## src/rtl/cmp_ctl_pkg.sv

```systemverilog
package cmp_ctl_pkg;

    typedef enum logic [1:0] {
        MODE_TOGGLE = 2'b00,
        MODE_RSVD   = 2'b01,
        MODE_FALL   = 2'b10,
        MODE_RISE   = 2'b11
    } irq_mode_e;

    localparam int unsigned B_OFF    = 7;
    localparam int unsigned B_REF    = 6;
    localparam int unsigned B_OUT    = 5;
    localparam int unsigned B_FLAG   = 4;
    localparam int unsigned B_IE     = 3;
    localparam int unsigned B_MUXEN  = 2;
    localparam int unsigned B_MODE_H = 1;
    localparam int unsigned B_MODE_L = 0;

    typedef struct packed {
        logic      off;
        logic      refsel;
        logic      flag;
        logic      ie;
        logic      mux_en;
        irq_mode_e mode;
    } ctl_t;

endpackage

```

## src/rtl/cmp_ctl_sync.sv

```systemverilog
module cmp_ctl_sync #(
    parameter int unsigned STAGES = 2
) (
    input  logic clk_i,
    input  logic rst_ni,
    input  logic d_i,
    output logic q_o,
    output logic prev_o
);
    typedef struct packed {
        logic [STAGES-1:0] chain;
        logic              prev;
    } sync_t;

    sync_t st_d, st_q;

    always_comb begin
        st_d       = st_q;
        st_d.chain = {st_q.chain[STAGES-2:0], d_i};
        st_d.prev  = st_q.chain[STAGES-1];
    end

    always_ff @(posedge clk_i or negedge rst_ni) begin
        if (!rst_ni) st_q <= '0;
        else         st_q <= st_d;
    end

    assign q_o    = st_q.chain[STAGES-1];
    assign prev_o = st_q.prev;

endmodule

```

## src/rtl/cmp_ctl_event.sv

```systemverilog
module cmp_ctl_event
    import cmp_ctl_pkg::*;
(
    input  logic      cur_i,
    input  logic      prev_i,
    input  irq_mode_e mode_i,
    output logic      evt_o
);
    always_comb begin
        case (mode_i)
            MODE_TOGGLE: evt_o = cur_i ^ prev_i;
            MODE_FALL:   evt_o = prev_i & ~cur_i;
            MODE_RISE:   evt_o = cur_i & ~prev_i;
            default:     evt_o = 1'b0;
        endcase
    end

    // reserved mode produces no event
    always_comb begin
        if (mode_i == MODE_RSVD) begin
            a_r4_rsvd_no_event: assert (!evt_o);
        end
    end

endmodule

```

## src/rtl/cmp_ctl_negsel.sv

```systemverilog
module cmp_ctl_negsel #(
    parameter int unsigned SEL_W  = 4,
    parameter int unsigned MUX_W  = 5,
    parameter int unsigned NUM_CH = 11
) (
    input  logic             clk_i,
    input  logic             rst_ni,
    input  logic             mux_en_i,
    input  logic             adc_en_i,
    input  logic [MUX_W-1:0] adc_mux_i,
    output logic             use_pin_o,
    output logic [SEL_W-1:0] ch_o,
    output logic             ch_valid_o
);
    localparam logic [SEL_W-1:0] LAST_CH = SEL_W'(NUM_CH - 1);

    typedef struct packed {
        logic [SEL_W-1:0] sel;
    } nsel_t;

    nsel_t st_d, st_q;
    logic  path;

    generate
        if (MUX_W > SEL_W) begin : g_hi
            logic unused_hi;
            assign unused_hi = ^adc_mux_i[MUX_W-1:SEL_W];
        end
    endgenerate

    always_comb begin
        st_d     = st_q;
        st_d.sel = adc_mux_i[SEL_W-1:0];
    end

    always_ff @(posedge clk_i or negedge rst_ni) begin
        if (!rst_ni) st_q <= '0;
        else         st_q <= st_d;
    end

    assign path       = mux_en_i & ~adc_en_i;
    assign use_pin_o  = ~path;
    assign ch_valid_o = path & (st_q.sel <= LAST_CH);
    assign ch_o       = ch_valid_o ? st_q.sel : '0;

    logic armed_q;
    always_ff @(posedge clk_i or negedge rst_ni) begin
        if (!rst_ni) armed_q <= 1'b0;
        else         armed_q <= 1'b1;
    end

    a_r11_sel_one_late: assert property (@(posedge clk_i) disable iff (!rst_ni)
        (armed_q && ch_valid_o) |-> ch_o == $past(adc_mux_i[SEL_W-1:0]));

    a_r10_undef_safe: assert property (@(posedge clk_i) disable iff (!rst_ni)
        (!use_pin_o && !ch_valid_o) |-> ch_o == '0);

    a_r9_pin_when_adc_on: assert property (@(posedge clk_i) disable iff (!rst_ni)
        adc_en_i |-> (use_pin_o && !ch_valid_o));

endmodule

```

## src/rtl/cmp_ctl_top.sv

```systemverilog
module cmp_ctl_top
    import cmp_ctl_pkg::*;
#(
    parameter int unsigned SYNC_STAGES = 2,
    parameter int unsigned SEL_W       = 4,
    parameter int unsigned MUX_W       = 5,
    parameter int unsigned NUM_CH      = 11
) (
    input  logic             clk_i,
    input  logic             rst_ni,
    input  logic             wr_en_i,
    input  logic [7:0]       wdata_i,
    output logic [7:0]       rdata_o,
    input  logic             cmp_raw_i,
    input  logic             irq_ack_i,
    input  logic             gie_i,
    output logic             irq_o,
    input  logic             adc_en_i,
    input  logic [MUX_W-1:0] adc_mux_i,
    output logic             cmp_pwr_en_o,
    output logic             pos_sel_ref_o,
    output logic             neg_use_pin_o,
    output logic [SEL_W-1:0] neg_ch_o,
    output logic             neg_ch_valid_o,
    output logic             pin_chg_dis_o
);
    ctl_t ctl_d, ctl_q;
    logic cmp_s, cmp_prev, evt, clr;

    cmp_ctl_sync #(.STAGES(SYNC_STAGES)) u_sync (
        .clk_i  (clk_i),
        .rst_ni (rst_ni),
        .d_i    (cmp_raw_i),
        .q_o    (cmp_s),
        .prev_o (cmp_prev)
    );

    cmp_ctl_event u_event (
        .cur_i  (cmp_s),
        .prev_i (cmp_prev),
        .mode_i (ctl_q.mode),
        .evt_o  (evt)
    );

    always_comb begin
        ctl_d = ctl_q;
        clr   = irq_ack_i | (wr_en_i & wdata_i[B_FLAG]);
        if (wr_en_i) begin
            ctl_d.off    = wdata_i[B_OFF];
            ctl_d.refsel = wdata_i[B_REF];
            ctl_d.ie     = wdata_i[B_IE];
            ctl_d.mux_en = wdata_i[B_MUXEN];
            ctl_d.mode   = irq_mode_e'(wdata_i[B_MODE_H:B_MODE_L]);
        end
        if (evt)      ctl_d.flag = 1'b1;
        else if (clr) ctl_d.flag = 1'b0;
    end

    always_ff @(posedge clk_i or negedge rst_ni) begin
        if (!rst_ni) ctl_q <= '0;
        else         ctl_q <= ctl_d;
    end

    assign rdata_o       = {ctl_q.off, ctl_q.refsel, cmp_s, ctl_q.flag,
                            ctl_q.ie, ctl_q.mux_en, ctl_q.mode};
    assign irq_o         = ctl_q.flag & ctl_q.ie & gie_i;
    assign cmp_pwr_en_o  = ~ctl_q.off;
    assign pin_chg_dis_o = ~ctl_q.off;
    assign pos_sel_ref_o = ctl_q.refsel;

    cmp_ctl_negsel #(.SEL_W(SEL_W), .MUX_W(MUX_W), .NUM_CH(NUM_CH)) u_negsel (
        .clk_i      (clk_i),
        .rst_ni     (rst_ni),
        .mux_en_i   (ctl_q.mux_en),
        .adc_en_i   (adc_en_i),
        .adc_mux_i  (adc_mux_i),
        .use_pin_o  (neg_use_pin_o),
        .ch_o       (neg_ch_o),
        .ch_valid_o (neg_ch_valid_o)
    );

    a_r6_set_wins: assert property (@(posedge clk_i) disable iff (!rst_ni)
        (evt && clr) |=> rdata_o[B_FLAG]);

    a_r5_zero_write_keeps: assert property (@(posedge clk_i) disable iff (!rst_ni)
        (wr_en_i && !wdata_i[B_FLAG] && !irq_ack_i && !evt)
        |=> rdata_o[B_FLAG] == $past(rdata_o[B_FLAG]));

    a_r4_rsvd_flag_stays: assert property (@(posedge clk_i) disable iff (!rst_ni)
        (rdata_o[B_MODE_H:B_MODE_L] == 2'b01 && !rdata_o[B_FLAG]) |=> !rdata_o[B_FLAG]);

    a_r3_flag_has_cause: assert property (@(posedge clk_i) disable iff (!rst_ni)
        $rose(rdata_o[B_FLAG]) |-> $past(evt));

endmodule

```

## config.mk

```make
export PLATFORM = sky130hd
export DESIGN_NAME = cmp_ctl_top
export DESIGN_NICKNAME = d
export VERILOG_FILES = /design/src/rtl/cmp_ctl_pkg.sv /design/src/rtl/cmp_ctl_sync.sv /design/src/rtl/cmp_ctl_event.sv /design/src/rtl/cmp_ctl_negsel.sv /design/src/rtl/cmp_ctl_top.sv
export SDC_FILE = /design/constraint.sdc
export NUM_CORES = 1
export LEC_CHECK = 0
export ABC_AREA = 1
export BUFFER_PORTS_ARGS = -buffer_cell sky130_fd_sc_hd__buf_2
export CORE_MARGIN = 4
export CORE_UTILIZATION = 44
export DETAILED_ROUTE_END_ITERATION = 8
export PLACE_DENSITY = 0.81
export REMOVE_ABC_BUFFERS = 1
export SYNTH_ARGS = -nofsm -noshare
export SYNTH_HDL_FRONTEND = slang
export SYNTH_HIERARCHICAL = 1
export SYNTH_SLANG_ARGS = --single-unit
```

## constraint.sdc

```tcl
create_clock -name clk_i -period 1.9 [get_ports clk_i]
set_input_delay 0.19 -clock clk_i [delete_from_list [all_inputs] [get_ports clk_i]]
set_output_delay 0.19 -clock clk_i [all_outputs]
set_load 0.05 [all_outputs]
```

# Yosys cells after proc, flatten, opt, wreduce, memory -nomap -nowiden

Cells that the tools add are included.

Flip-flop bits (word level): 14
Output and inout port bits: 18
Logic and storage cells: 32
Bits of input ports: 20

$lt $le $gt $ge: 1
Reductions and logical operators: 2
Bitwise logic cells: 14
Equality and inequality tests: 2
Muxes and demuxes: 4

Operators with widths:

| cell                                                  | count |
|---|---|
| AND 1 bit                                             | 7 |
| NOT 1 bit                                             | 5 |
| equality test 2 bit, second input constant            | 2 |
| less-or-equal comparator 4 bit, second input constant | 1 |
| 2-to-1 mux 4 bit                                      | 1 |
| case mux 1 bit (3 select lines)                       | 1 |
| zero test 2 bit                                       | 1 |
| 2-to-1 mux 1 bit                                      | 2 |
| nonzero test 2 bit                                    | 1 |
| bitwise OR 1 bit                                      | 1 |
| XOR 1 bit                                             | 1 |

# Depth between registers and ports, before layout

Gate-level depths: netlist (run 1).

Word-level depth: 4
Gate-level depth with buffers: 7
Depth with buffers taken out: 7

# Hierarchy

The synthesis (run 1) kept the hierarchy.

By module, submodules not included:

| module         | times used | area an instance (µm²) | sequential area each (µm²) | cells each |
|---|---|---|---|---|
| cmp_ctl_top    | 1          | 325.3                  | 175.2                      | 35 |
| cmp_ctl_negsel | 1          | 170.2                  | 100.1                      | 20 |
| cmp_ctl_sync   | 1          | 75.1                   | 75.1                       | 3 |
| cmp_ctl_event  | 1          | 62.6                   | 0.0                        | 11 |

# Worst setup path after synthesis (run 1)

Ideal clock, no wire load.

Path type: register to output
From: reg ctl_q, in the netlist rdata_o[2]
To: out neg_ch_o[0]
Arrival: 1601 ps
Path slack: 109 ps
Buffers on the path: 0
Data required time: 1710 ps
Cell stages (with the launch flop): 5
Path through: dfrtp_1 inv_1 nor2_4 nand2_2 nor2_1

Cells in the longest elaborated chain, start to end: 3

Ends and longest elaborated chain:

| element                  | RTL line             | text |
|---|---|---|
| start: declaration       | cmp_ctl_top.sv:27    | `ctl_t ctl_d, ctl_q;` |
| start signal: assignment | cmp_ctl_top.sv:61    | `else ctl_q <= ctl_d;` |
| AND 1 bit                | cmp_ctl_negsel.sv:41 | `assign path = mux_en_i & ~adc_en_i;` |
| AND 1 bit                | cmp_ctl_negsel.sv:43 | `assign ch_valid_o = path & (st_q.sel <= LAST_CH);` |
| 2-to-1 mux 4 bit         | cmp_ctl_negsel.sv:44 | `assign ch_o = ch_valid_o ? st_q.sel : '0;` |
| end: declaration         | cmp_ctl_top.sv:23    | `output logic [SEL_W-1:0] neg_ch_o,` |

Every way passes these cells.

# Final worst setup path (run 1)

From: reg u_negsel/st_q[0] (netlist name)
To: out neg_ch_o[3]

Cells in the longest elaborated chain, start to end: 3

Ends and longest elaborated chain:

| element                        | RTL line             | text |
|---|---|---|
| start: declaration             | cmp_ctl_negsel.sv:21 | `nsel_t st_d, st_q;` |
| start signal: assignment       | cmp_ctl_negsel.sv:38 | `else st_q <= st_d;` |
| less-or-equal comparator 4 bit | cmp_ctl_negsel.sv:43 |  |
| AND 1 bit                      | cmp_ctl_negsel.sv:43 |  |
| 2-to-1 mux 4 bit               | cmp_ctl_negsel.sv:44 |  |

Every way passes these cells.

==> tab_implementation.tex, run 1 <==
\begin{tabular}{lr}
\hline
Metric & Value \\
\hline
\multicolumn{2}{l}{\textbf{Outcome}} \\
\quad Run status & completed \\
\multicolumn{2}{l}{\textbf{Setup path}} \\
\quad Startpoint types & flop \\
\quad Endpoint of the most critical setup path & neg\_ch\_o[3] \\
\quad Flop2flop setup slack & 0.84 ns \\
\quad Max FO, Critical Path & 5 \\
\quad Critical path's most frequent cell & nand2\_1 \\
\quad Critical path endpoint category & output pin \\
\quad Cells traversed along the worst timing path & nand2\_1, nand2\_1, nand2\_1, nand2\_2, nor2\_1, buf\_2 \\
\quad Slowest stage cell on the critical path & dfrtp\_1 \\
\quad WS Path Type & reg -> out \\
\quad Path depth of the worst reg2reg path & 7 \\
\quad RR Endpoint & rdata\_o[4] \\
\quad Delay of the slowest cell on the worst path & 0.38 ns \\
\quad CP Data Required Time & 1.71 ns \\
\quad Critical path launch point & u\_negsel/st\_q[0] \\
\quad CP arrival & 1.25 ns \\
\quad Worst reg2reg path startpoint & u\_sync/q\_o \\
\multicolumn{2}{l}{\textbf{Placement}} \\
\quad Detail Placement HPWL & 967.7 µm \\
\quad Port bufs & 35 \\
\quad Gp weighted congestion & 0.7156 \\
\quad Setup slack after placement & 0.7425 ns \\
\multicolumn{2}{l}{\textbf{Floorplan}} \\
\quad Io pins & 38 \\
\quad Initial cell density of the core & 47.47\% \\
\quad Die Span Y & 45.93 µm \\
\quad Die extent in x & 45.93 µm \\
\quad Full die area & 2110 µm² \\
\quad Core area & 1334 µm² \\
\quad Count of standard-cell rows & 13 \\
\multicolumn{2}{l}{\textbf{Synthesis}} \\
\quad Number of flops mapped to enable cells by yosys & 0 \\
\quad Share of Yosys cell area claimed by the top area cell type & 55.34\% \\
\quad Share of the yosys chip area belonging to registers & 55.34\% \\
\quad Warnings, synthesis & 6 \\
\quad Count of state elements after synthesis & 14 \\
\quad Syn Std Cell Area & 633.1 µm² \\
\quad Biggest area consumer among synthesized cells & dfrtp\_1 \\
\quad Most common flop cell mapped by yosys & dfrtp\_1 \\
\quad Dominant cells by area after synthesis & dfrtp\_1 (55\%), inv\_1 (11\%), nand2\_1 (7.1\%) \\
\quad Mean cell area of the mapped netlist & 9.175 µm² \\
\quad Most instantiated cells after synthesis & inv\_1 (19), dfrtp\_1 (14), nand2\_1 (12) \\
\quad Cell count after synthesis & 69 \\
\quad Proportion of register bits with asynchronous set or reset after synthesis & 100.0\% \\
\quad Top-count cell post-synth & inv\_1 \\
\quad Number of distinct standard cells referenced by the synthesized netlist & 13 \\
\multicolumn{2}{l}{\textbf{Clock network}} \\
\quad Clock root cell & clkbuf\_4 \\
\quad Clock latency on the worst-skew pair & 0.27 ns \\
\quad Postcts setup bufs & 0 \\
\quad PostCTS Resize Cnt & 0 \\
\quad Largest buffer count on any clock path & 2 \\
\quad Clock tree from TritonCTS & yes \\
\quad CTS Buf Count & 3 \\
\quad Clk pin slew, worst setup/hold paths & 0.08 ns \\
\quad Clock sink total & 14 \\
\quad Maximum level of the CTS H-tree & 1 \\
\quad CTS Hold Bufs & 1 \\
\multicolumn{2}{l}{\textbf{STA}} \\
\quad Post-route clock skew & 0.001525 ns \\
\quad Achievable frequency & 693.9 MHz \\
\quad Setup TNS & 0 ns \\
\quad Hold Worst Slack & 0.02058 ns \\
\quad Post-route clock period utilization & 75.85\% \\
\quad Tightest slew margin relative to the limit & 80.47\% \\
\quad RSZ-0062 raised after global routing & false \\
\quad Worst Setup Slack, final & 0.4588 ns \\
\quad Count of pins over their slew limit & 0 \\
\quad Min Clock Period, post-route & 1.441 ns \\
\quad Slew at the pin closest to its max-slew limit & 0.2930 ns \\
\quad Setup violation total in the final timing report & 0 \\
\quad Final hold viol count & 0 \\
\multicolumn{2}{l}{\textbf{Global routing}} \\
\quad Tot GR Track Use & 13.25\% \\
\quad Pin count of the biggest net entering global routing & 15 \\
\quad Wire length of the first global-routing pass & 1994 µm \\
\quad Overall overflow remaining after global route & 0 \\
\quad Number of global-route vias before repair & 493 \\
\quad Initial antenna violation count & 0 \\
\multicolumn{2}{l}{\textbf{Power}} \\
\quad Worst ir drop on vdd & 0.5245 mV \\
\quad Cell area power density & 871.9 nW/µm² \\
\quad Power share of the clock group & 27.2\% \\
\quad Cell internal pwr & 490.9 µW \\
\quad Leakage power figure & 0.0005266 µW \\
\quad Switching power as a share of total power & 34.50\% \\
\quad Net switching power figure & 258.5 µW \\
\quad Reg power frac & 44.8\% \\
\quad Gate power share & 28.0\% \\
\multicolumn{2}{l}{\textbf{Layout}} \\
\quad Number of nets in the finished design & 130 \\
\quad Antenna diodes & 0 \\
\quad P\&R area growth vs syn & 35.77\% \\
\quad Share of final-layout standard cells stronger than drive strength 1 & 42.06\% \\
\multicolumn{2}{l}{\textbf{Drt}} \\
\quad DRC violations left & 0 \\
\quad First-iteration detailed-routing DRC count & 4 \\
\quad Wire length after detailed routing & 1173 µm \\
\quad Detailed-route via count & 539 \\
\quad First drt pass iteration count & 3 \\
\quad Average detailed-routed wire length per instance & 9.615 µm \\
\quad Via count normalized by instance count & 4.418 \\
\quad Post-route antenna net violation count & 0 \\
\multicolumn{2}{l}{\textbf{Hold path}} \\
\quad Type of the tightest min-delay check & in -> reg \\
\multicolumn{2}{l}{\textbf{Run}} \\
\quad Number of violations of the max-capacitance limit & 0 \\
\hline
\end{tabular}
[through the flow]
step                utilization (%)  cells  cell area, µm²  total power (µW)
finish                        64.45    122           859.6             749.4
CTS                           62.95    120           839.6             758.6
global route                  64.45    122           859.6             800.5
detailed placement            59.47    115           793.3             549.6
global placement              59.47    115           793.3             543.9
floorplan                         -     65           599.3             484.8
[critical path: cells and delay by family, from the launching register on]
| kind | cells | cell delay [ns] |
|---|---|---|
| buf+inv | 1 | 0.26 |
| flops | 1 | 0.38 |
| simple gates | 5 | 0.34 |
[area by class of cell]
| type | count | area, µm² |
|---|---|---|
| clock buffers | 4 | 36.28 |
| fillers | 113 | 474.2 |
| inverters | 19 | 71.32 |
| multi-input cells | 32 | 177.7 |
| flip-flops and latches | 14 | 350.3 |
| well taps | 15 | 18.77 |
| repair buffers | 38 | 205.2 |
[registers in the layout, summed over array words and instances (netlist names)]
name,flops
u_sync/q_o,1
pos_sel_ref_o,1
u_sync/prev_o,1
u_negsel/st_q,4
u_sync/st_d,1
rdata_o,6
[how the worst min path moves through the flow]
stage          slack [ns]  depth (start not counted)          endpoint          from
2_1_floorplan       -0.11                          0     pos_sel_ref_o        rst_ni
3_3_place_gp         0.09                          1    u_sync/st_d[2]        rst_ni
3_5_place_dp          0.1                          1    u_sync/st_d[2]        rst_ni
4_1_cts              0.01                          1    u_sync/st_d[2]     cmp_raw_i
5_1_grt            0.0003                          1  u_negsel/st_q[1]  adc_mux_i[1]
6_report             0.02                          1    u_sync/st_d[2]     cmp_raw_i
[per-layer routing]
| layer | share of wire (%) | GRT usage (%) | up-vias |
|---|---|---|---|
| met1 | 38 | 13.68 | 238 |
| li1 | - | - | 277 |
| met4 | 0 | 3.409 | 0 |
| met3 | 12 | 5.534 | 0 |
| met5 | 0 | 0 | - |
| met2 | 50 | 24.18 | 24 |
[kinds of logic after synthesis]
logic type / after synthesis / share of synthesized area, %
adders and majority gates: 2 / 3.952
and+or+nand+nor: 24 / 17.00
DFF: 14 / 55.34
buffers and inverters: 23 / 16.60
AOI/OAI and AO/OA: 6 / 7.114
[cell usage in the layout (no fill, tap or decap), drive strengths merged]
master        n
and3          1
buf          35
clkbuf        4
dfrtp        14
dlygate4sd3   3
ha            2
inv          19
nand2        13
nand3         4
nor2          6
o21ai         6
[power groups by stage]
stage / logic (µW) / clock network, µW / registers, µW
5_1_grt: 225 / 235 / 340
3_3_place_gp: 203 / 0 / 341
3_5_place_dp: 207 / 0 / 342
4_1_cts: 209 / 213 / 336
6_report: 210 / 204 / 336
2_1_floorplan: 79.0 / 0 / 406
Note: power is estimated with default switching activity, not from simulation.
==> run 2, diff against run 1 <==
--- a/config.mk
+++ b/config.mk
@@ -8,9 +8,9 @@
 export ABC_AREA = 1
 export BUFFER_PORTS_ARGS = -buffer_cell sky130_fd_sc_hd__buf_2
 export CORE_MARGIN = 4
-export CORE_UTILIZATION = 44
+export CORE_UTILIZATION = 41
 export DETAILED_ROUTE_END_ITERATION = 8
-export PLACE_DENSITY = 0.81
+export PLACE_DENSITY = 0.76
 export REMOVE_ABC_BUFFERS = 1
 export SYNTH_ARGS = -nofsm -noshare
 export SYNTH_HDL_FRONTEND = slang
==> constraint.sdc (replaced) <==
create_clock -name clk_i -period 1.34 [get_ports clk_i]
set_input_delay 0.134 -clock clk_i [delete_from_list [all_inputs] [get_ports clk_i]]
set_output_delay 0.134 -clock clk_i [all_outputs]
set_load 0.05 [all_outputs]
==> tab_implementation.tex, run 2 (synthesized netlist as in run 1, its figures left out) <==
\begin{tabular}{lr}
\hline
Metric & Value \\
\hline
\multicolumn{2}{l}{\textbf{Placement}} \\
\quad Detail Placement HPWL & 1051 µm (was 967.7 µm) \\
\quad Port bufs & 35 (unchanged) \\
\quad Placed cell count & 115 (unchanged) \\
\quad Setup slack after placement & 0.2102 ns (was 0.7425 ns) \\
\quad Cell area reported after detailed placement & 793.3 µm² (unchanged) \\
\quad Gp weighted congestion & 0.6848 (was 0.7156) \\
\multicolumn{2}{l}{\textbf{Drt}} \\
\quad Wire length after detailed routing & 1522 µm (was 1173 µm) \\
\quad Post-route antenna net violation count & 0 (unchanged) \\
\quad First-iteration detailed-routing DRC count & 0 (was 4) \\
\quad Detailed-route via count & 565 (was 539) \\
\quad Via count normalized by instance count & 4.484 (was 4.418) \\
\quad DRC violations left & 0 (unchanged) \\
\quad Average detailed-routed wire length per instance & 12.08 µm (was 9.615 µm) \\
\quad First drt pass iteration count & 1 (was 3) \\
\multicolumn{2}{l}{\textbf{Global routing}} \\
\quad Overall overflow remaining after global route & 0 (unchanged) \\
\quad Pin count of the biggest net entering global routing & 15 (unchanged) \\
\quad Number of global-route vias before repair & 567 (was 493) \\
\quad Initial antenna violation count & 0 (unchanged) \\
\quad Tot GR Track Use & 14.45\% (was 13.25\%) \\
\quad Wire length of the first global-routing pass & 2235 µm (was 1994 µm) \\
\multicolumn{2}{l}{\textbf{STA}} \\
\quad Slew at the pin closest to its max-slew limit & 0.3124 ns (was 0.2930 ns) \\
\quad Count of pins over their slew limit & 0 (unchanged) \\
\quad RSZ-0062 raised after global routing & true (was false) \\
\quad Worst Setup Slack, final & -0.05641 ns (was 0.4588 ns) \\
\quad Final hold viol count & 0 (unchanged) \\
\quad Setup violation total in the final timing report & 5 (was 0) \\
\quad Post-route clock period utilization & 104.2\% \\
\quad Post-route clock skew & 0.002484 ns (was 0.001525 ns) \\
\quad Achievable frequency & 716.1 MHz \\
\quad Setup TNS & -0.2111 ns (was 0 ns) \\
\quad Tightest slew margin relative to the limit & 79.18\% (was 80.47\%) \\
\quad Min Clock Period, post-route & 1.396 ns \\
\multicolumn{2}{l}{\textbf{Setup path}} \\
\quad CP Data Required Time & 1.21 ns (was 1.71 ns) \\
\quad Cells traversed along the worst timing path & nand2\_1, nand2\_1, nand2\_2, nand2\_4, nor2\_4, buf\_8 (was nand2\_1, nand2\_1, nand2\_1, nand2\_2, nor2\_1, buf\_2) \\
\quad Top Family by Delay on Critical Path & simple AND/OR/NAND/NOR gates (was flip-flops) \\
\quad Slowest stage cell on the critical path & dfrtp\_1 (unchanged) \\
\quad WS Path Type & reg -> out (unchanged) \\
\quad Critical path's most frequent cell & nand2\_1 (unchanged) \\
\quad Worst reg2reg path startpoint & u\_sync/q\_o (unchanged) \\
\quad Max FO, Critical Path & 5 (unchanged) \\
\quad CP arrival & 1.26 ns (was 1.25 ns) \\
\quad Critical path launch point & u\_negsel/st\_q[0] (unchanged) \\
\quad Critical path endpoint category & output pin (unchanged) \\
\quad Delay of the slowest cell on the worst path & 0.39 ns (was 0.38 ns) \\
\quad Startpoint types & flop (unchanged) \\
\quad Bufs and invs on worst path & 1 (unchanged) \\
\quad Flop2flop setup slack & 0.27 ns (was 0.84 ns) \\
\multicolumn{2}{l}{\textbf{Power}} \\
\quad Cell area power density & 1079 nW/µm² (was 871.9 nW/µm²) \\
\quad Leakage power figure & 0.0005509 µW (was 0.0005266 µW) \\
\quad Reg power frac & 46.3\% (was 44.8\%) \\
\quad Power share of the clock group & 21.3\% (was 27.2\%) \\
\quad Cell internal pwr & 656.8 µW (was 490.9 µW) \\
\quad Gate power share & 32.4\% (was 28.0\%) \\
\quad Switching power as a share of total power & 36.43\% (was 34.50\%) \\
\quad Net switching power figure & 376.4 µW (was 258.5 µW) \\
\quad Worst ir drop on vdd & 0.7504 mV (was 0.5245 mV) \\
\multicolumn{2}{l}{\textbf{Hold path}} \\
\quad Type of the tightest min-delay check & in -> reg (unchanged) \\
\quad Origin of the worst min-delay path & wdata\_i[1] (was cmp\_raw\_i) \\
\multicolumn{2}{l}{\textbf{Layout}} \\
\quad Final-layout fill cell count & 110 (was 113) \\
\quad Number of nets in the finished design & 135 (was 130) \\
\quad P\&R area growth vs syn & 51.19\% (was 35.77\%) \\
\quad Top library cells by usage in the layout, fill and taps aside & buf\_2 (30), inv\_1 (18), dfrtp\_1 (14) (was buf\_2 (35), inv\_1 (19), dfrtp\_1 (14)) \\
\quad Number of flip-flops under the largest register name & 6 (unchanged) \\
\quad Footprint of the flip-flops and latches & 350.3 µm² (unchanged) \\
\quad Share of final-layout standard cells stronger than drive strength 1 & 46.85\% (was 42.06\%) \\
\quad Most frequent standard cell in the layout excluding fill and tap cells & buf\_2 (unchanged) \\
\quad Finished Cell Area & 957.2 µm² (was 859.6 µm²) \\
\quad Non-filler instance count after layout & 126 (was 122) \\
\quad Antenna diodes & 0 (unchanged) \\
\quad Area of combinational cells with multiple inputs & 205.2 µm² (was 177.7 µm²) \\
\multicolumn{2}{l}{\textbf{Floorplan}} \\
\quad Count of standard-cell rows & 13 (unchanged) \\
\quad Core area & 1383 µm² (was 1334 µm²) \\
\quad Die extent in x & 47.30 µm (was 45.93 µm) \\
\quad Die Span Y & 47.30 µm (was 45.93 µm) \\
\quad Io pins & 38 (unchanged) \\
\quad Full die area & 2237 µm² (was 2110 µm²) \\
\quad Initial cell density of the core & 45.79\% (was 47.47\%) \\
\multicolumn{2}{l}{\textbf{Clock network}} \\
\quad Largest buffer count on any clock path & 2 (unchanged) \\
\quad Clock sink total & 14 (unchanged) \\
\quad Maximum level of the CTS H-tree & 1 (unchanged) \\
\quad Clock latency on the worst-skew pair & 0.26 ns (was 0.27 ns) \\
\quad CTS Buf Count & 3 (unchanged) \\
\quad Clk pin slew, worst setup/hold paths & 0.08 ns (about the same) \\
\quad Clock tree from TritonCTS & yes (unchanged) \\
\quad Clock root cell & clkbuf\_4 (unchanged) \\
\multicolumn{2}{l}{\textbf{Outcome}} \\
\quad Violations in the final reports & negative setup slack \\
\quad Run status & finished with violations (was completed) \\
\multicolumn{2}{l}{\textbf{Run}} \\
\quad Number of violations of the max-capacitance limit & 0 (unchanged) \\
\hline
\end{tabular}
[run 2: cell types whose count changed in the layout (fill, tap and decap cells not counted), moves of 3 or more]
cell / delta
buf_2: -5
buf_6: +3
dlygate4sd3_1: +3
nor2_1: -4
[run 2: through the flow]
stage	total power, µW	utilization, %	hold slack, ns
global placement	771.7	57.38	0.04106
detailed placement	782.1	57.38	0.04858
CTS	1023	64.52	0.06587
global route	1097	69.23	0.06748
finish	1033	69.23	0.07477
floorplan	687.4	-	-0.1616
[run 2: final cells by class]
class | count | area share (%)
Inverter | 19 | 7.451
Timing Repair Buffer | 43 | 30.20
Multi-Input combinational cell | 32 | 21.44
Sequential cell | 14 | 36.60
Tap cell | 15 | 1.961
Clock buffer | 3 | 2.353
[run 2: worst reg2reg max path, cell delays in order (launching register included)]
cell and delay, ns:
dfrtp_1 0.39, inv_1 0.06, ha_1 0.28, inv_1 0.04, nand2_1 0.05, nand3_1 0.06, inv_1 0.05, nand2_1 0.04
[run 2: worst paths after layout]
check,end,cells after the start
max,neg_ch_o[2],6
min,rdata_o[1],3
max reg2reg,rdata_o[4],7
min reg2reg,u_sync/q_o,0
max in group asynchronous,u_negsel/st_q[3],2
min in group asynchronous,rdata_o[4],2
[run 2: layer usage]
metal | GRT usage [%] | part of all wire (%) | vias to the layer above
met4 | 6.630 | 3.9 | 0
met1 | 16.07 | 36 | 251
met5 | 0 | 0 | -
met3 | 4.215 | 7.8 | 4
li1 | - | - | 286
met2 | 25.13 | 53 | 24
[run 2: power groups by stage]
stage	clock (µW)	combinational [µW]	sequential, µW
final	220	334	479
after global routing	258	356	483
after CTS	230	316	477
after detailed placement	0	296	486
after global placement	0	289	483
after floorplan	0	112	575
[run 2: what timing repair did]
item / CTS / global route
hold buffers: 6 / 0
cloned: 0 / 0
pin swaps: 0 / 1
setup buffers: 0 / 2
gates resized for setup: 6 / 15
endpoints found under the setup margin: 5 / 5
endpoints found under the hold margin: 19 / 0
==> run 3, diff against run 2 <==
--- a/config.mk
+++ b/config.mk
@@ -7,12 +7,11 @@
 export LEC_CHECK = 0
 export ABC_AREA = 1
 export BUFFER_PORTS_ARGS = -buffer_cell sky130_fd_sc_hd__buf_2
-export CORE_MARGIN = 4
-export CORE_UTILIZATION = 41
+export CORE_MARGIN = 2
+export CORE_UTILIZATION = 40
 export DETAILED_ROUTE_END_ITERATION = 8
-export PLACE_DENSITY = 0.76
+export PLACE_DENSITY = 0.75
 export REMOVE_ABC_BUFFERS = 1
 export SYNTH_ARGS = -nofsm -noshare
 export SYNTH_HDL_FRONTEND = slang
-export SYNTH_HIERARCHICAL = 1
 export SYNTH_SLANG_ARGS = --single-unit
==> constraint.sdc (replaced) <==
create_clock -name clk_i -period 1.34 [get_ports clk_i]
set_input_delay 0.134 -clock clk_i [delete_from_list [all_inputs] [get_ports clk_i]]
set_output_delay 0.134 -clock clk_i [all_outputs]
set_load 0.02 [all_outputs]
==> tab_implementation.tex, run 3 <==
\begin{tabular}{lr}
\hline
Metric & Value \\
\hline
\multicolumn{2}{l}{\textbf{STA}} \\
\quad Final hold viol count & 0 (unchanged) \\
\quad Min Clock Period, post-route & 1.341 ns (was 1.396 ns) \\
\quad Slew at the pin closest to its max-slew limit & 0.3021 ns (was 0.3124 ns) \\
\quad Post-route clock period utilization & 100.1\% (was 104.2\%) \\
\quad Count of pins over their slew limit & 0 (unchanged) \\
\quad Tightest slew margin relative to the limit & 79.86\% (was 79.18\%) \\
\quad Achievable frequency & 745.6 MHz (was 716.1 MHz) \\
\quad Hold Worst Slack & 0.05612 ns (was 0.07477 ns) \\
\quad Setup violation total in the final timing report & 1 (was 5) \\
\quad Worst Setup Slack, final & -0.001188 ns (was -0.05641 ns) \\
\quad Post-route clock skew & 0.002094 ns (was 0.002484 ns) \\
\quad RSZ-0062 raised after global routing & true (unchanged) \\
\multicolumn{2}{l}{\textbf{Setup path}} \\
\quad CP arrival & 1.21 ns (was 1.26 ns) \\
\quad Flop2flop setup slack & 0.26 ns (was 0.27 ns) \\
\quad CP Data Required Time & 1.21 ns (about the same) \\
\quad Critical path endpoint category & output pin (unchanged) \\
\quad RR Endpoint & rdata\_o[4] (unchanged) \\
\quad Bufs and invs on worst path & 1 (unchanged) \\
\quad Critical path's most frequent cell & nand2\_1 (unchanged) \\
\quad Path depth of the worst reg2reg path & 5 (was 7) \\
\quad Max FO, Critical Path & 5 (unchanged) \\
\quad Worst reg2reg path startpoint & u\_sync.q\_o (was u\_sync/q\_o) \\
\quad Delay of the slowest cell on the worst path & 0.39 ns (about the same) \\
\quad Slowest stage cell on the critical path & dfrtp\_1 (unchanged) \\
\quad Startpoint types & flop (unchanged) \\
\quad WS Path Type & reg -> out (unchanged) \\
\quad Top Family by Delay on Critical Path & flip-flops (was simple AND/OR/NAND/NOR gates) \\
\quad Cells traversed along the worst timing path & nand2\_1, nand2\_1, nand2\_2, nand2\_4, nor2\_1, buf\_4 (was nand2\_1, nand2\_1, nand2\_2, nand2\_4, nor2\_4, buf\_8) \\
\multicolumn{2}{l}{\textbf{Hold path}} \\
\quad Hold EP & rdata\_o[2] (was rdata\_o[1]) \\
\quad Type of the tightest min-delay check & in -> reg (unchanged) \\
\quad Origin of the worst min-delay path & wdata\_i[2] (was wdata\_i[1]) \\
\quad Cell depth of the worst min-delay path & 3 (unchanged) \\
\multicolumn{2}{l}{\textbf{Clock network}} \\
\quad Clk pin slew, worst setup/hold paths & 0.08 ns (about the same) \\
\quad Maximum level of the CTS H-tree & 1 (unchanged) \\
\quad CTS Buf Count & 3 (unchanged) \\
\quad Clock latency on the worst-skew pair & 0.28 ns (was 0.26 ns) \\
\quad Largest buffer count on any clock path & 2 (unchanged) \\
\quad Clock root cell & clkbuf\_4 (unchanged) \\
\quad Clock tree from TritonCTS & yes (unchanged) \\
\quad Clock sink total & 14 (unchanged) \\
\multicolumn{2}{l}{\textbf{Synthesis}} \\
\quad Count of state elements after synthesis & 14 (unchanged) \\
\quad Mean cell area of the mapped netlist & 9.586 µm² (was 9.175 µm²) \\
\quad Number of distinct standard cells referenced by the synthesized netlist & 14 (was 13) \\
\quad Share of the yosys chip area belonging to registers & 56.22\% (was 55.34\%) \\
\quad Share of Yosys cell area claimed by the top area cell type & 56.22\% (was 55.34\%) \\
\quad Warnings, synthesis & 0 (was 6) \\
\quad Number of flops mapped to enable cells by yosys & 0 (unchanged) \\
\quad Proportion of register bits with asynchronous set or reset after synthesis & 100.0\% (unchanged) \\
\quad Most instantiated cells after synthesis & dfrtp\_1 (14), inv\_1 (14), nand2\_1 (14) (was inv\_1 (19), dfrtp\_1 (14), nand2\_1 (12)) \\
\quad Most common flop cell mapped by yosys & dfrtp\_1 (unchanged) \\
\quad Cell count after synthesis & 65 (was 69) \\
\quad Biggest area consumer among synthesized cells & dfrtp\_1 (unchanged) \\
\quad Syn Std Cell Area & 623.1 µm² (was 633.1 µm²) \\
\quad Dominant cells by area after synthesis & dfrtp\_1 (56\%), inv\_1 (8.4\%), nand2\_1 (8.4\%) (was dfrtp\_1 (55\%), inv\_1 (11\%), nand2\_1 (7.1\%)) \\
\multicolumn{2}{l}{\textbf{Layout}} \\
\quad Antenna diodes & 0 (unchanged) \\
\quad Footprint of the flip-flops and latches & 350.3 µm² (unchanged) \\
\quad P\&R area growth vs syn & 47.99\% (was 51.19\%) \\
\quad Area of combinational cells with multiple inputs & 196.4 µm² (was 205.2 µm²) \\
\quad Non-filler instance count after layout & 122 (was 126) \\
\quad Top library cells by usage in the layout, fill and taps aside & buf\_2 (30), inv\_1 (14), dfrtp\_1 (14) (was buf\_2 (30), inv\_1 (18), dfrtp\_1 (14)) \\
\quad Final-layout fill cell count & 110 (unchanged) \\
\quad Share of final-layout standard cells stronger than drive strength 1 & 46.23\% (was 46.85\%) \\
\quad Finished Cell Area & 922.1 µm² (was 957.2 µm²) \\
\quad Most frequent standard cell in the layout excluding fill and tap cells & buf\_2 (unchanged) \\
\quad Number of flip-flops under the largest register name & 6 (unchanged) \\
\quad Number of nets in the finished design & 129 (was 135) \\
\multicolumn{2}{l}{\textbf{Placement}} \\
\quad Detail Placement HPWL & 922.7 µm (was 1051 µm) \\
\quad Placed cell count & 111 (was 115) \\
\quad Gp weighted congestion & 0.6840 (was 0.6848) \\
\quad Port bufs & 35 (unchanged) \\
\quad Setup slack after placement & 0.2657 ns (was 0.2102 ns) \\
\quad Cell area reported after detailed placement & 777.0 µm² (was 793.3 µm²) \\
\multicolumn{2}{l}{\textbf{Floorplan}} \\
\quad Initial cell density of the core & 41.85\% (was 45.79\%) \\
\quad Count of standard-cell rows & 14 (was 13) \\
\quad Full die area & 1890 µm² (was 2237 µm²) \\
\quad Core area & 1489 µm² (was 1383 µm²) \\
\quad Die Span Y & 43.47 µm (was 47.30 µm) \\
\quad Die extent in x & 43.47 µm (was 47.30 µm) \\
\quad Io pins & 38 (unchanged) \\
\multicolumn{2}{l}{\textbf{Drt}} \\
\quad Average detailed-routed wire length per instance & 11.25 µm (was 12.08 µm) \\
\quad First drt pass iteration count & 4 (was 1) \\
\quad Wire length after detailed routing & 1373 µm (was 1522 µm) \\
\quad Detailed-route via count & 542 (was 565) \\
\quad Post-route antenna net violation count & 0 (unchanged) \\
\quad DRC violations left & 0 (unchanged) \\
\quad First-iteration detailed-routing DRC count & 8 (was 0) \\
\quad Via count normalized by instance count & 4.443 (was 4.484) \\
\multicolumn{2}{l}{\textbf{Power}} \\
\quad Gate power share & 22.4\% (was 32.4\%) \\
\quad Cell area power density & 1085 nW/µm² (was 1079 nW/µm²) \\
\quad Worst ir drop on vdd & 0.6256 mV (was 0.7504 mV) \\
\quad Cell internal pwr & 710.9 µW (was 656.8 µW) \\
\quad Switching power as a share of total power & 28.93\% (was 36.43\%) \\
\quad Reg power frac & 47.6\% (was 46.3\%) \\
\quad Net switching power figure & 289.4 µW (was 376.4 µW) \\
\quad Power share of the clock group & 30.0\% (was 21.3\%) \\
\quad Leakage power figure & 0.0005261 µW (was 0.0005509 µW) \\
\multicolumn{2}{l}{\textbf{Outcome}} \\
\quad Violations in the final reports & negative setup slack (unchanged) \\
\quad Run status & finished with violations (unchanged) \\
\multicolumn{2}{l}{\textbf{Run}} \\
\quad Number of violations of the max-capacitance limit & 0 (unchanged) \\
\multicolumn{2}{l}{\textbf{Global routing}} \\
\quad Initial antenna violation count & 0 (unchanged) \\
\quad Number of global-route vias before repair & 488 (was 567) \\
\quad Overall overflow remaining after global route & 0 (unchanged) \\
\quad Wire length of the first global-routing pass & 2083 µm (was 2235 µm) \\
\quad Pin count of the biggest net entering global routing & 15 (unchanged) \\
\quad Tot GR Track Use & 15.84\% (was 14.45\%) \\
\hline
\end{tabular}
run 3: cell count changes after synthesis, sizes merged:
| cell | change |
|---|---|
| nand2 | +2 |
| nand3 | -3 |
| inv | -5 |
| o21ai | +1 |
| nor2 | -1 |
| buf | +1 |
| nand3b | +1 |
run 3: worst register-to-register path, delay by kind of cell (launching register included):
family | cells | cell delay (ns)
buffers and inverters | 1 | 0.06
adders and majority gates | 1 | 0.27
AOI/OAI and AO/OA | 1 | 0.14
DFF | 1 | 0.41
and+or+nand+nor | 2 | 0.14
run 3: routing by layer:
metal / vias to the layer above / wire (µm) / GRT usage, %
met5: - / 0 / 0
met4: 0 / 31 / 10.91
met3: 4 / 65 / 2.500
met2: 19 / 728 / 25.97
met1: 246 / 547 / 19.02
li1: 273 / - / -
run 3: final cells by class:
type	instances	area share, %
inverter	14	5.699
sequential	14	37.99
multi-input combinational	32	21.30
timing repair buffer	42	28.90
clock buffer	4	3.935
tap	16	2.171
run 3: through the flow:
step / utilization [%] / setup TNS, ns / power, µW
after floorplan: - / 0 / 588.0
after global placement: 52.18 / 0 / 672.8
after detailed placement: 52.18 / 0 / 678.8
after CTS: 58.66 / 0 / 985.4
after global routing: 61.93 / -0.4863 / 1061
final: 61.93 / -0.001188 / 1000
run 3: worst max path at each step:
stage                   to  depth (start not counted)  slack [ns]              from
2_1_floorplan  neg_ch_o[0]                          4        0.19        rdata_o[2]
3_3_place_gp    rdata_o[4]                          5        0.33        u_sync.q_o
3_5_place_dp    rdata_o[4]                          5        0.27        u_sync.q_o
4_1_cts        neg_ch_o[3]                          6        0.03  u_negsel.st_q[1]
5_1_grt        neg_ch_o[0]                          6       -0.12  u_negsel.st_q[1]
6_report       neg_ch_o[0]                          6      -0.001  u_negsel.st_q[1]
run 3: cells by family (layout without fill, tap and decap cells):
family,Yosys count,count (layout),share of synthesized area (%)
and+or+nand+nor,23,23,16.67
buffers and inverters,19,60,15.06
DFF,14,14,56.23
AOI/OAI and AO/OA,7,7,8.031
adders and majority gates,2,2,4.015
run 3: power groups by stage:
stage          Clock [µW]  Combinational, µW  Sequential (µW)
5_1_grt               336                243              482
6_report              300                224              476
3_3_place_gp            0                190              482
4_1_cts               301                209              475
3_5_place_dp            0                196              483
2_1_floorplan           0               74.2              514
run 3: what timing repair did:
item / 4_1_cts / 5_1_grt
resized for setup: 0 / 13
endpoints found under the hold margin: 19 / 0
endpoints found under the setup margin: 0 / 5
hold buffers: 6 / 0
buffers inserted: 0 / 1
